==> config.mk <==
export PLATFORM = sky130hd
export DESIGN_NAME = l2_mac_lookup
export DESIGN_NICKNAME = d
export VERILOG_FILES = /design/src/rtl/l2_lookup_pkg.sv /design/src/rtl/l2_key_hash.sv /design/src/rtl/l2_entry_decode.sv /design/src/rtl/l2_lookup_ctrl.sv /design/src/rtl/l2_mac_lookup.sv
export SDC_FILE = /design/constraint.sdc
export NUM_CORES = 1
export LEC_CHECK = 0
export CAP_MARGIN = 20
export CORE_ASPECT_RATIO = 2
export CORE_MARGIN = 8
export CORE_UTILIZATION = 41
export DETAILED_ROUTE_END_ITERATION = 8
export PLACE_DENSITY_LB_ADDON = 0.1
export SETUP_SLACK_MARGIN = 0.05
export SLEW_MARGIN = 20
export SYNTH_ARGS = -nofsm -noshare
export SYNTH_HDL_FRONTEND = slang
export SYNTH_SLANG_ARGS = --single-unit
==> constraint.sdc <==
create_clock -name clk_i -period 2.1 [get_ports clk_i]
set_input_delay 0.315 -clock clk_i [delete_from_list [all_inputs] [get_ports clk_i]]
set_output_delay 0.315 -clock clk_i [all_outputs]
set_load 0.03 [all_outputs]
==> src/rtl/l2_lookup_pkg.sv <==
package l2_lookup_pkg;
  parameter int MAC_W     = 48;
  parameter int VID_W     = 12;
  parameter int PORT_W    = 5;
  parameter int HASH_W    = 11;
  parameter int KEY_W     = 64;
  parameter int WAYS      = 4;
  parameter int CAM_DEPTH = 64;
  parameter int WORD_W    = 32;

  localparam int ENT_W   = 3 * WORD_W;
  localparam int POS_W   = $clog2(WAYS);
  localparam int IDX_W   = HASH_W + POS_W;
  localparam int CAM_W   = $clog2(CAM_DEPTH);
  localparam int CNT_W   = (CAM_W > POS_W) ? CAM_W : POS_W;
  localparam int PAD_W   = KEY_W - MAC_W - VID_W;
  localparam int CMD_W   = 17;
  localparam int CMD_EXEC = 16;
  localparam int CMD_RD   = 15;
  localparam int CMD_TBL  = 13;
  localparam int VALID_LO = 17;

  localparam logic [1:0] TBL_HASH = 2'd0;
  localparam logic [1:0] TBL_CAM  = 2'd1;

  typedef struct packed {
    logic              valid;
    logic              is_static;
    logic [PORT_W-1:0] port;
    logic [VID_W-1:0]  vid;
    logic [VID_W-1:0]  rvid;
    logic [MAC_W-1:0]  mac;
  } entry_t;

  typedef enum logic [1:0] {ST_IDLE, ST_RD, ST_CHK} state_t;
endpackage

==> src/rtl/l2_key_hash.sv <==
module l2_key_hash
  import l2_lookup_pkg::*;
(
  input  logic [KEY_W-1:0]  key_i,
  input  logic              alt_i,
  output logic [HASH_W-1:0] hash_o
);
  localparam int N_SLICE = (KEY_W + HASH_W - 1) / HASH_W;

  logic [HASH_W-1:0] slice [N_SLICE];
  logic [HASH_W-1:0] rot   [N_SLICE];

  for (genvar g = 0; g < N_SLICE; g++) begin : g_slice
    // rotate-left amount applied in the alternate mode
    localparam int R = (g == 1) ? 6 : (g == 3) ? 5 : (g == 4) ? 4 : 0;
    assign slice[g] = HASH_W'(key_i >> (g * HASH_W));
    if (R == 0) begin : g_plain
      assign rot[g] = slice[g];
    end else begin : g_rot
      assign rot[g] = {slice[g][HASH_W-1-R:0], slice[g][HASH_W-1:HASH_W-R]};
    end
  end

  always_comb begin
    hash_o = '0;
    for (int i = 0; i < N_SLICE; i++) begin
      hash_o = hash_o ^ (alt_i ? rot[i] : slice[i]);
    end
  end
endmodule

==> src/rtl/l2_entry_decode.sv <==
module l2_entry_decode
  import l2_lookup_pkg::*;
(
  input  logic [ENT_W-1:0] word_i,
  output entry_t           ent_o
);
  logic [WORD_W-1:0] w0, w1, w2;
  logic              unused_bits;

  assign w0 = word_i[0*WORD_W +: WORD_W];
  assign w1 = word_i[1*WORD_W +: WORD_W];
  assign w2 = word_i[2*WORD_W +: WORD_W];

  assign ent_o.valid     = |w0[WORD_W-1:VALID_LO];
  assign ent_o.is_static = w0[19];
  assign ent_o.port      = w0[VID_W +: PORT_W];
  assign ent_o.vid       = w0[VID_W-1:0];
  assign ent_o.rvid      = w2[VID_W-1:0];
  assign ent_o.mac       = {w1[27:0], w2[WORD_W-1:VID_W]};

  assign unused_bits = ^{w0[18], w1[WORD_W-1:28]};
endmodule

==> src/rtl/l2_lookup_ctrl.sv <==
module l2_lookup_ctrl
  import l2_lookup_pkg::*;
(
  input  logic              clk_i,
  input  logic              rst_ni,
  input  logic              lkp_valid_i,
  input  logic [MAC_W-1:0]  lkp_mac_i,
  input  logic [VID_W-1:0]  lkp_vid_i,
  input  logic [HASH_W-1:0] lkp_hash_i,
  input  logic              cmd_we_i,
  input  logic [CMD_W-1:0]  cmd_wdata_i,
  input  entry_t            ent_i,
  output logic              mem_rd_o,
  output logic              mem_sel_o,
  output logic [IDX_W-1:0]  mem_addr_o,
  output logic              busy_o,
  output logic [CMD_W-1:0]  cmd_stat_o,
  output logic              res_valid_o,
  output logic              res_hit_o,
  output logic              res_cam_o,
  output logic [CNT_W-1:0]  res_idx_o,
  output logic [PORT_W-1:0] res_port_o,
  output logic [HASH_W-1:0] res_bucket_o,
  output logic              ent_done_o,
  output entry_t            ent_o
);
  localparam logic [CNT_W-1:0] WAY_LAST = CNT_W'(WAYS - 1);
  localparam logic [CNT_W-1:0] CAM_LAST = CNT_W'(CAM_DEPTH - 1);

  state_t            state_q;
  logic              is_cmd_q, cam_q;
  logic [CNT_W-1:0]  cnt_q;
  logic [HASH_W-1:0] hash_q;
  logic [MAC_W-1:0]  mac_q;
  logic [VID_W-1:0]  vid_q;
  logic [CMD_W-1:0]  cmd_q;

  logic [1:0] wr_tbl, cmd_tbl;
  logic       cmd_ok, hit_now, last_now;

  assign wr_tbl  = cmd_wdata_i[CMD_TBL +: 2];
  assign cmd_tbl = cmd_q[CMD_TBL +: 2];
  assign cmd_ok  = cmd_wdata_i[CMD_EXEC] & cmd_wdata_i[CMD_RD] &
                   ((wr_tbl == TBL_HASH) | (wr_tbl == TBL_CAM));

  assign hit_now  = ent_i.valid && (ent_i.mac == mac_q) && (ent_i.vid == vid_q);
  assign last_now = cam_q ? (cnt_q == CAM_LAST) : (cnt_q == WAY_LAST);

  always_comb begin
    mem_rd_o = (state_q == ST_RD);
    if (is_cmd_q) begin
      mem_sel_o  = (cmd_tbl == TBL_CAM);
      mem_addr_o = mem_sel_o ? IDX_W'(cmd_q[CAM_W-1:0]) : cmd_q[IDX_W-1:0];
    end else begin
      mem_sel_o  = cam_q;
      mem_addr_o = cam_q ? IDX_W'(cnt_q) : {hash_q, cnt_q[POS_W-1:0]};
    end
  end

  assign busy_o     = (state_q != ST_IDLE);
  assign cmd_stat_o = cmd_q;

  always_ff @(posedge clk_i or negedge rst_ni) begin
    if (!rst_ni) begin
      state_q      <= ST_IDLE;
      is_cmd_q     <= 1'b0;
      cam_q        <= 1'b0;
      cnt_q        <= '0;
      hash_q       <= '0;
      mac_q        <= '0;
      vid_q        <= '0;
      cmd_q        <= '0;
      res_valid_o  <= 1'b0;
      res_hit_o    <= 1'b0;
      res_cam_o    <= 1'b0;
      res_idx_o    <= '0;
      res_port_o   <= '0;
      res_bucket_o <= '0;
      ent_done_o   <= 1'b0;
      ent_o        <= '0;
    end else begin
      res_valid_o <= 1'b0;
      ent_done_o  <= 1'b0;
      unique case (state_q)
        ST_IDLE: begin
          if (cmd_we_i) begin
            cmd_q <= cmd_wdata_i;
            if (cmd_ok) begin
              is_cmd_q <= 1'b1;
              state_q  <= ST_RD;
            end else begin
              cmd_q[CMD_EXEC] <= 1'b0;
            end
          end else if (lkp_valid_i) begin
            is_cmd_q <= 1'b0;
            cam_q    <= 1'b0;
            cnt_q    <= '0;
            hash_q   <= lkp_hash_i;
            mac_q    <= lkp_mac_i;
            vid_q    <= lkp_vid_i;
            state_q  <= ST_RD;
          end
        end
        ST_RD: state_q <= ST_CHK;
        ST_CHK: begin
          if (is_cmd_q) begin
            ent_o           <= ent_i;
            ent_done_o      <= 1'b1;
            cmd_q[CMD_EXEC] <= 1'b0;
            state_q         <= ST_IDLE;
          end else if (hit_now) begin
            res_valid_o  <= 1'b1;
            res_hit_o    <= 1'b1;
            res_cam_o    <= cam_q;
            res_idx_o    <= cnt_q;
            res_port_o   <= ent_i.port;
            res_bucket_o <= hash_q;
            state_q      <= ST_IDLE;
          end else if (last_now && !cam_q) begin
            cam_q   <= 1'b1;
            cnt_q   <= '0;
            state_q <= ST_RD;
          end else if (last_now) begin
            res_valid_o  <= 1'b1;
            res_hit_o    <= 1'b0;
            res_cam_o    <= 1'b0;
            res_idx_o    <= '0;
            res_port_o   <= '0;
            res_bucket_o <= hash_q;
            state_q      <= ST_IDLE;
          end else begin
            cnt_q   <= cnt_q + 1'b1;
            state_q <= ST_RD;
          end
        end
        default: state_q <= ST_IDLE;
      endcase
    end
  end
endmodule

==> src/rtl/l2_mac_lookup.sv <==
module l2_mac_lookup
  import l2_lookup_pkg::*;
(
  input  logic              clk_i,
  input  logic              rst_ni,
  input  logic              alt_hash_i,
  input  logic              lkp_valid_i,
  input  logic [MAC_W-1:0]  lkp_mac_i,
  input  logic [VID_W-1:0]  lkp_vid_i,
  input  logic              cmd_we_i,
  input  logic [CMD_W-1:0]  cmd_wdata_i,
  output logic              mem_rd_o,
  output logic              mem_sel_o,
  output logic [IDX_W-1:0]  mem_addr_o,
  input  logic [ENT_W-1:0]  mem_rdata_i,
  output logic              busy_o,
  output logic [CMD_W-1:0]  cmd_stat_o,
  output logic              res_valid_o,
  output logic              res_hit_o,
  output logic              res_cam_o,
  output logic [CNT_W-1:0]  res_idx_o,
  output logic [PORT_W-1:0] res_port_o,
  output logic [HASH_W-1:0] res_bucket_o,
  output logic              ent_done_o,
  output logic              ent_valid_o,
  output logic              ent_static_o,
  output logic [PORT_W-1:0] ent_port_o,
  output logic [VID_W-1:0]  ent_vid_o,
  output logic [VID_W-1:0]  ent_rvid_o,
  output logic [MAC_W-1:0]  ent_mac_o
);
  logic [KEY_W-1:0]  key;
  logic [HASH_W-1:0] hash;
  entry_t            rd_ent, ent_q;

  assign key = {lkp_mac_i, {PAD_W{1'b0}}, lkp_vid_i};

  l2_key_hash u_hash (
    .key_i  (key),
    .alt_i  (alt_hash_i),
    .hash_o (hash)
  );

  l2_entry_decode u_dec (
    .word_i (mem_rdata_i),
    .ent_o  (rd_ent)
  );

  l2_lookup_ctrl u_ctrl (
    .clk_i        (clk_i),
    .rst_ni       (rst_ni),
    .lkp_valid_i  (lkp_valid_i),
    .lkp_mac_i    (lkp_mac_i),
    .lkp_vid_i    (lkp_vid_i),
    .lkp_hash_i   (hash),
    .cmd_we_i     (cmd_we_i),
    .cmd_wdata_i  (cmd_wdata_i),
    .ent_i        (rd_ent),
    .mem_rd_o     (mem_rd_o),
    .mem_sel_o    (mem_sel_o),
    .mem_addr_o   (mem_addr_o),
    .busy_o       (busy_o),
    .cmd_stat_o   (cmd_stat_o),
    .res_valid_o  (res_valid_o),
    .res_hit_o    (res_hit_o),
    .res_cam_o    (res_cam_o),
    .res_idx_o    (res_idx_o),
    .res_port_o   (res_port_o),
    .res_bucket_o (res_bucket_o),
    .ent_done_o   (ent_done_o),
    .ent_o        (ent_q)
  );

  assign ent_valid_o  = ent_q.valid;
  assign ent_static_o = ent_q.is_static;
  assign ent_port_o   = ent_q.port;
  assign ent_vid_o    = ent_q.vid;
  assign ent_rvid_o   = ent_q.rvid;
  assign ent_mac_o    = ent_q.mac;
endmodule

* Yosys cells after proc, flatten, opt, wreduce, memory -nomap -nowiden
Cells that the tools add are included.
Word-level totals: register bits 203, bits in latches 0, bits in writable memories 0, ROM bits 0, input port bits 178, output and inout bits 138, word-level logic and storage cells 128, memories kept 0
Operators by class: $add $sub $neg 1, $mul 0, div/mod/pow operators 0, magnitude comparators 0, equality and inequality tests 20, shift operators 0, mux-type cells 55, bitwise logic cells 10, reduce and logical (&&, ||, !) cells 20
Operators with widths (count):
- two-way mux 11 bit | 6
- two-way mux 6 bit | 9
- equality test 48 bit | 1
- bitwise XOR 11 bit | 4
- two-way mux 13 bit | 3
- two-way mux 1 bit | 24
- two-way mux 17 bit | 1
- two-way mux 5 bit | 3
- OR reduction 15 bit | 1
- equality test 12 bit | 1
- case mux 6 bit (2 select lines) | 1
- AND reduction 6 bit | 2
- bitwise XOR 11 x 9 -> 11 bit | 1
- two-way mux 2 bit | 5
- inequality test 2 bit (second input constant) | 5
- AND reduction 3 bit | 3
- inequality test 2 x 1 -> 1 bit (second input constant) | 4
- nonzero test 2 bit | 4
- adder 6 x 1 -> 6 bit (second input constant) | 1
- equality test 2 x 1 -> 1 bit (second input constant) | 3
- equality test 6 x 2 -> 1 bit (second input constant) | 1
- equality test 6 bit (second input constant) | 1
- inequality test 3 bit (second input constant) | 2
- case mux 2 bit (3 select lines) | 1
- other kinds (11) | 19

* Depth between registers and ports, before layout
Gate-level depths: netlist of the first run.
depth in word-level cells 7, depth in mapped cells 7, mapped depth without buffers 7

* By module
Synthesis of the first run repeated with hierarchy kept, for this count alone.
Unflattened totals: cell total of the unflattened synthesis 968, area, all modules 10334.9 um^2
By module, submodules not included:
- l2_lookup_ctrl | times used 1, cells an instance 804, area each 8847.2 um^2
- l2_key_hash | times used 1, cells an instance 80, area each 868.3 um^2
- l2_entry_decode | times used 1, cells an instance 83, area each 615.6 um^2
- l2_mac_lookup | times used 1, cells an instance 1, area each 3.8 um^2

* Worst setup path after synthesis of the first run
No wires, ideal clock.
path kind reg2reg, start register u_ctrl.state_q[0], end register u_ctrl.cnt_q[5], setup time 0.069 ns, arrival 2.323 ns, data required time 2.031 ns, path slack -0.292 ns, cell stages (with the launch flop) 8, clock period less this slack 2.392 ns, cell sequence dfrtp_1 or2_1 clkbuf_1 nor3b_4 o2bb2ai_2 or3b_1 or4_1 nand3_1
Between the ends: longest elaborated chain between the ends 3, elaborated cells between the ends (all ways) 10, classes of those cells 6 x eq/ne; 1 x mux; 3 x reduce/logical
RTL lines:
- start, declared | line l2_lookup_ctrl.sv:30 | state_t state_q;
- start signal, assigned | line l2_lookup_ctrl.sv:65 | state_q <= ST_IDLE;
- start signal, assigned | line l2_lookup_ctrl.sv:90 | state_q <= ST_RD;
- start signal, assigned | line l2_lookup_ctrl.sv:101 | state_q <= ST_RD;
- equality test 2 bit or logical NOT 2 bit (tied branches) | line l2_lookup_ctrl.sv:84 | unique case (state_q)
- inequality test 3 bit (no source line) (tied with other cells)
- AND reduction 6 bit (no source line)
- end signal, assigned | line l2_lookup_ctrl.sv:132 | cnt_q <= cnt_q + 1'b1;
- end, declared | line l2_lookup_ctrl.sv:32 | logic [CNT_W-1:0] cnt_q;
Parallel ways exist; a longest one is shown, timed or not. A chain may end at the register's enable or synchronous reset.

* Worst setup path in the final report of the first run
start register u_ctrl.mac_q[2], end register u_ctrl.res_bucket_o[4]
Between the ends: longest elaborated chain between the ends 5, elaborated cells between the ends (all ways) 7, classes of those cells 2 x eq/ne; 1 x mux; 4 x reduce/logical
RTL lines:
- start, declared | line l2_lookup_ctrl.sv:34 | logic [MAC_W-1:0] mac_q;
- start signal, assigned | line l2_lookup_ctrl.sv:99 | mac_q <= lkp_mac_i;
- equality test 48 bit * | line l2_lookup_ctrl.sv:46 | assign hit_now = ent_i.valid && (ent_i.mac == mac_q) && (ent_i.vid == vid_q);
- logical AND 1 bit * (2 in a row) | line l2_lookup_ctrl.sv:46
- inequality test 2 x 1 -> 1 bit (no source line) or nonzero test 2 bit (tied branches)
- AND reduction 4 bit (no source line)
- end signal, assigned | line l2_lookup_ctrl.sv:117 | res_bucket_o <= hash_q;
- end signal, assigned | line l2_lookup_ctrl.sv:129 | res_bucket_o <= hash_q;
- end, declared | line l2_lookup_ctrl.sv:23 | output logic [HASH_W-1:0] res_bucket_o,
Mark *: on every way between the ends. The rest lies on a longest branch, timed or not.

==> flow_metrics.py, run 1 <==
metrics = {
    "setup_path": {
        "ff2ff_setup_slack_ps": -170,
        "path_cells": "xor2_1 > nor4_2 > nand4_1 > nor4_4 > buf_4 > o21ai_4 > buf_12 > mux2_4",
        "crit_slowest_cell": "nor4_2",
        "crit_required_ps": 2490,
        "end_kind": "flip-flop",
        "worstSetupStartpointType": "flip-flop",
        "timing.rr.start": "u_ctrl.mac_q[2]",
        "reg2reg_depth": 8,
        "cp_max_fo": 6,
        "crit_type": "reg2reg",
        "cpPeakStageDelay_ps": 400,
        "crit_end": "u_ctrl.res_bucket_o[4]",
        "critPathLaunch": "u_ctrl.mac_q[2]",
        "r2r_end": "u_ctrl.res_bucket_o[4]",
        "cp.arrival_ps": 2660,
    },
    "power_and_ir_drop": {
        "irDropWorstVdd_mv": 0.8329,
        "power_frac_seq_pct": 34.0,
        "p_sw_uw": 7513,
        "power.static_leakage_uw": 0.006240,
        "clockPowerShare_pct": 18.9,
        "p_int_uw": 11930,
        "pwr-share-comb_pct": 47.0,
        "power_density_nw_per_um2": 1401,
        "switching_share_pct": 38.64,
    },
    "timing": {
        "period_needed_ps": 2272,
        "setup_violations": 30,
        "fin_crit_sh_pct": 108.2,
        "rsz0062_at_grt": "true",
        "max_slew_margin_pct": 66.89,
        "clock.fmax_mhz": 440.1,
        "skew_ps": 15.52,
        "hold_ws_ps": 313.3,
        "final_max_slew_viol_count": 0,
        "final.setup.tns_ps": -3730,
        "worst_slew_pin_slew_ps": 496.6,
        "finalHoldViolCount": 0,
        "setup_slack_ps": -172.2,
    },
    "finish": {
        "final_common_cell": "clkdlybuf4s50_1",
        "post_layout_nonfiller_instances": 1472,
        "layout_common_cells": "clkdlybuf4s50_1, nand2_1, dfrtp_1, mux2_2, xor2_1",
        "nNetsFinal": 1357,
        "multi_input_area_um2": 4148,
        "nFillCells": 1869,
        "drive_gt1_share_pct": 18.81,
        "finish.instance_area_um2": 13880,
        "regArea_um2": 5082,
        "area_delta_synth_final_pct": 49.98,
    },
    "route": {
        "wl_um": 28850,
        "drt-pass1-iter-count": 4,
        "initialDrtViolationCount": 402,
        "via_per_inst": 4.918,
        "drc": 0,
        "wl_per_cell_um": 19.60,
        "vias": 7240,
        "postRouteAntennaNets": 0,
    },
    "floorplan": {
        "core-area_um2": 22450,
        "initial_core_util_pct": 41.22,
        "die_h_um": 228.5,
        "die_area_um2": 27920,
        "pin_count": 316,
        "row_count": 78,
        "die_w_um": 122.2,
    },
    "synth": {
        "ys_top_cells_by_area": "dfrtp_1, mux2_2, nand2_1, xor2_1, xnor2_1",
        "syn-num-nets": 1012,
        "synthDistinctLibCells": 39,
        "synth.ff_latch_count": 203,
        "syn_avg_cell_area_um2": 11.11,
        "yosys.area.top_type_share_pct": 54.90,
        "syn_area_um2": 9253,
        "yosysSeqAreaShare_pct": 54.90,
        "syn_inst": 833,
        "synth_warnings": 0,
        "synth_top_area_cell": "dfrtp_1",
    },
    "cts": {
        "cts_buffer_depth": 3,
        "numCtsBuffers": 20,
        "insertion_delay_ps": 500,
        "cts-root-buf": "clkbuf_16",
        "clock-sinks": 203,
        "cts_tree": "yes",
        "cts.clk_slew.worst_paths_ps": 70,
        "h-tree-depth": 1,
    },
    "place": {
        "portBuffers": 311,
        "dp.cells": 1429,
        "dp_hpwl_um": 22300,
        "globalplace.congestion": 0.8016,
        "place_area_um2": 13020,
    },
    "grt": {
        "gr-total-overflow": 0,
        "grt_use_total_pct": 20.50,
        "grt_pass1_vias": 7930,
        "grt_pass1_wl_um": 44780,
        "antenna_found_initial": 1,
        "grt_max_degree": 85,
    },
    "job": {
        "maxCapViolCount": 0,
    },
    "min_path": {
        "hold_class": "in2async",
    },
    "run_status": {
        "violations": "negative setup slack",
        "status": "complete, but fails checks",
    },
}
-- what timing repair did --
action / 4_1_cts / 5_1_grt
hold buffers: 1 / 0
setup buffers: 6 / 0
endpoints found under the hold margin: 48 / 0
endpoints found under the setup margin: 61 / 44
pin swaps: 12 / 2
gates resized for setup: 47 / 17
-- through the flow --
| stage | total power [µW] | worst slack (ps) | util, % |
|---|---|---|---|
| floorplan | 11650 | -74.50 | - |
| global placement | 15550 | -1057 | 57.98 |
| detailed placement | 15710 | -1020 | 57.98 |
| CTS | 19650 | -203.8 | 61.69 |
| global route | 20550 | -324.3 | 61.82 |
| finish | 19440 | -172.2 | 61.82 |
-- cell usage after synthesis (all sizes together) --
master / n
nand2: 217
dfrtp: 203
mux2: 105
xor2: 78
xnor2: 44
clkbuf: 30
o21ai: 23
nor4: 21
a22o: 19
nor2: 16
a21oi: 9
mux2i: 9
nand3: 8
buf: 7
nor2b: 6
nand2b: 5
nand4: 5
inv: 4
a21o: 3
o211ai: 3
or4: 3
or2: 2
a211oi: 1
a21boi: 1
a31o: 1
and2: 1
clkinv: 1
ha: 1
nand3b: 1
nor3: 1
nor3b: 1
o2bb2ai: 1
o31ai: 1
or3b: 1
or4b: 1
-- how the worst min path moves through the flow --
stage                                      to  slack, ps    from  depth (start not counted)
after floorplan                  u_ctrl.cam_q         20  rst_ni                          0
after global placement    u_ctrl.res_idx_o[1]        250  rst_ni                          1
after detailed placement  u_ctrl.res_idx_o[3]        250  rst_ni                          1
after CTS                     u_ctrl.cnt_q[3]        310  rst_ni                          2
after global routing          u_ctrl.cnt_q[3]        330  rst_ni                          2
final                         u_ctrl.cnt_q[3]        310  rst_ni                          2
-- sequential cells by signal, summed over array words and instances, names as in the netlist, 2 cells and up --
name                 flops
u_ctrl.ent_o            79
u_ctrl.mac_q            48
u_ctrl.cmd_stat_o       17
u_ctrl.vid_q            12
u_ctrl.hash_q           11
u_ctrl.res_bucket_o     11
u_ctrl.cnt_q             6
u_ctrl.res_idx_o         6
u_ctrl.res_port_o        5
u_ctrl.state_q           2
-- power groups by stage --
stage	logic (µW)	registers, µW	clock network [µW]
floorplan	3290	8360	0
global placement	8920	6640	0
detailed placement	8990	6720	0
CTS	9220	6640	3800
global route	9760	6840	3950
finish	9140	6620	3680
-- worst max-delay path: cells and delay by family (launching register included) --
| family | cells | cell delay, ps |
|---|---|---|
| xor gates and xnor gates | 1 | 170 |
| DFF | 1 | 390 |
| AOI/OAI and AO/OA | 1 | 90 |
| and+or+nand+nor | 3 | 900 |
| buffers and inverters | 2 | 330 |
| muxes | 1 | 290 |
-- final cells by class --
class	count	area share (%)
repair buffers	360	25.97
inverters	5	0.1443
clock buffers	26	4.066
well taps	280	2.525
diodes	1	0.01803
clock inverters	9	0.7664
flip-flops and latches	203	36.62
multi-input cells	588	29.89
-- cells by family after synthesis --
| logic type | share of synthesized area, % |
|---|---|
| and+or+nand+nor | 13.44 |
| DFF | 54.90 |
| xor gates and xnor gates | 11.55 |
| muxes | 13.75 |
| AOI/OAI and AO/OA | 4.517 |
| buffers and inverters | 1.704 |
| adders and majority gates | 0.1352 |
-- metal layers --
layer / up-vias / wire, µm / track usage, %
met1: 3463 / 11480 / 24.47
met4: 0 / 637 / 6.094
met2: 266 / 14320 / 34.76
met5: - / 0 / 0
li1: 3479 / - / -
met3: 32 / 2406 / 5.690
No activity file was read; power rests on OpenSTA's default activity.
==> run 2: changes to the inputs <==
- CELL_PAD_IN_SITES_DETAIL_PLACEMENT: not set -> 1
- CELL_PAD_IN_SITES_GLOBAL_PLACEMENT: not set -> 1
- CORE_UTILIZATION: 41 -> 32
==> run 2 against run 1 <==
The flow still finishes with violations (negative setup slack). Final cell count increased by 6.0%. Critical path depth rose by 1. Die area up 25%. Sequential power about the same. Global-route usage shrank 2.2 points. Clock skew rose by 3.7 ps. Largest cell class unchanged.
==> flow_metrics.py, run 2 (synthesized netlist as in run 1, its figures left out) <==
metrics = {
    "run_status": {
        "status": "complete, but fails checks",
        "violations": "negative setup slack",
    },
    "place": {
        "portBuffers": 311,
        "globalplace.congestion": 0.7610,
        "dp_hpwl_um": 24830,
        "dpl_worst_slack_ps": -983.3,
        "place_area_um2": 13180,
    },
    "cts": {
        "cts_buffer_depth": 3,
        "cts-root-buf": "clkbuf_16",
        "cts.clk_slew.worst_paths_ps": 70,
        "clock-sinks": 203,
        "h-tree-depth": 1,
        "numCtsBuffers": 20,
        "cts_tree": "yes",
        "insertion_delay_ps": 510,
    },
    "timing": {
        "clock.fmax_mhz": 415.2,
        "final.setup.tns_ps": -8645,
        "final_max_slew_viol_count": 0,
        "setup_violations": 33,
        "fin_crit_sh_pct": 114.7,
        "skew_ps": 19.27,
        "rsz0062_at_grt": "true",
        "max_slew_margin_pct": 53.50,
        "finalHoldViolCount": 0,
        "setup_slack_ps": -308.3,
        "worst_slew_pin_slew_ps": 697.5,
        "period_needed_ps": 2408,
    },
    "floorplan": {
        "pin_count": 316,
        "die_h_um": 256.5,
        "core-area_um2": 28630,
        "die_area_um2": 34940,
        "die_w_um": 136.2,
        "row_count": 88,
        "initial_core_util_pct": 32.32,
    },
    "route": {
        "drt-pass1-iter-count": 4,
        "wl_met2_um": 15840,
        "wl_um": 32290,
        "wl_per_cell_um": 20.70,
        "wl_met3_um": 2683,
        "drc": 0,
        "initialDrtViolationCount": 229,
        "postRouteAntennaNets": 0,
        "top_layer": "met5",
        "drt-met1-wl_um": 13080,
        "vias": 7437,
        "via_per_inst": 4.767,
    },
    "setup_path": {
        "cp_max_fo": 6,
        "end_kind": "flip-flop",
        "cp.arrival_ps": 2790,
        "crit_type": "reg2reg",
        "worstSetupStartpointType": "flip-flop",
        "crit_required_ps": 2480,
    },
    "power_and_ir_drop": {
        "power.static_leakage_uw": 0.006297,
        "power_density_nw_per_um2": 1383,
        "irDropWorstVdd_mv": 0.9158,
    },
    "finish": {
        "largest_reg_flops": 79,
        "finish.instance_area_um2": 14080,
        "regMostFlops": "u_ctrl.ent_o",
        "final_common_cell": "clkdlybuf4s50_1",
        "nFillCells": 3143,
        "nNetsFinal": 1364,
        "layout_common_cells": "clkdlybuf4s50_1, nand2_1, dfrtp_1, mux2_2, xor2_1",
        "final_util_pct": 49.18,
        "drive_gt1_share_pct": 19.60,
        "area_delta_synth_final_pct": 52.16,
    },
    "grt": {
        "grt_pass1_wl_um": 49730,
        "grt_max_degree": 85,
        "antenna_found_initial": 2,
        "gr-total-overflow": 0,
        "grt_pass1_vias": 8361,
        "grt_use_total_pct": 18.30,
    },
    "min_path": {
        "hold_class": "in2async",
    },
    "job": {
        "maxCapViolCount": 0,
    },
}
## run 2: worst max-delay path: stages (launching register included)
cell and delay (ps):
dfrtp_1 410, xor2_1 170, nor4_1 310, buf_4 180
nand4_1 120, nor4_4 360, buf_4 190, o21ai_4 90
buf_12 170, mux2_4 290
## run 2: area by class of cell
class	count	area [µm²]	share of cell area, %
Antenna cell	1	2.502	0.01777
Sequential cell	203	5082	36.10
Clock inverter	7	62.56	0.4444
Tap cell	360	450.4	3.199
Timing Repair Buffer	367	3689	26.20
Inverter	5	18.77	0.1333
Clock buffer	29	585.6	4.159
Multi-Input combinational cell	588	4188	29.75
## run 2: final timing paths
kind | start | end | slack (ps) | cells past startpoint
max | u_ctrl.vid_q[9] | u_ctrl.res_bucket_o[5] | -310 | 9
min | rst_ni | u_ctrl.cmd_stat_o[1] | 350 | 2
max reg2reg | u_ctrl.vid_q[9] | u_ctrl.res_bucket_o[5] | -310 | 9
min reg2reg | u_ctrl.ent_o[78] | u_ctrl.ent_o[78] | 480 | 2
max in group asynchronous | rst_ni | u_ctrl.cam_q | 1100 | 3
min in group clk_i | lkp_mac_i[47] | u_ctrl.mac_q[47] | 380 | 3
## run 2: through the flow
step	hold WS, ps	cells	total power (µW)
final	345.1	1560	19480
after global routing	375.9	1560	20630
after CTS	338.8	1557	19800
after detailed placement	280.9	1513	15920
after global placement	277.3	1513	15700
after floorplan	19.41	833	11650
## run 2: per-layer routing
metal	track usage, %	up-vias
li1	-	3482
met5	0	-
met1	22.28	3685
met2	30.24	236
met4	5.431	2
met3	5.542	32
## run 2: power breakdown
group / internal (µW) / switching, µW
clock network: 2070 / 1540
logic: 4200 / 5060
registers: 5560 / 1050
total: 11800 / 7650
## run 2: what timing repair did
| item | in CTS | in global routing |
|---|---|---|
| hold buffers | 1 | 0 |
| gates cloned | 1 | 1 |
| endpoints found under the hold margin | 51 | 0 |
| endpoints found under the setup margin | 49 | 45 |
| pin swaps | 3 | 14 |
| setup buffers | 6 | 1 |
| gates resized for setup | 43 | 26 |
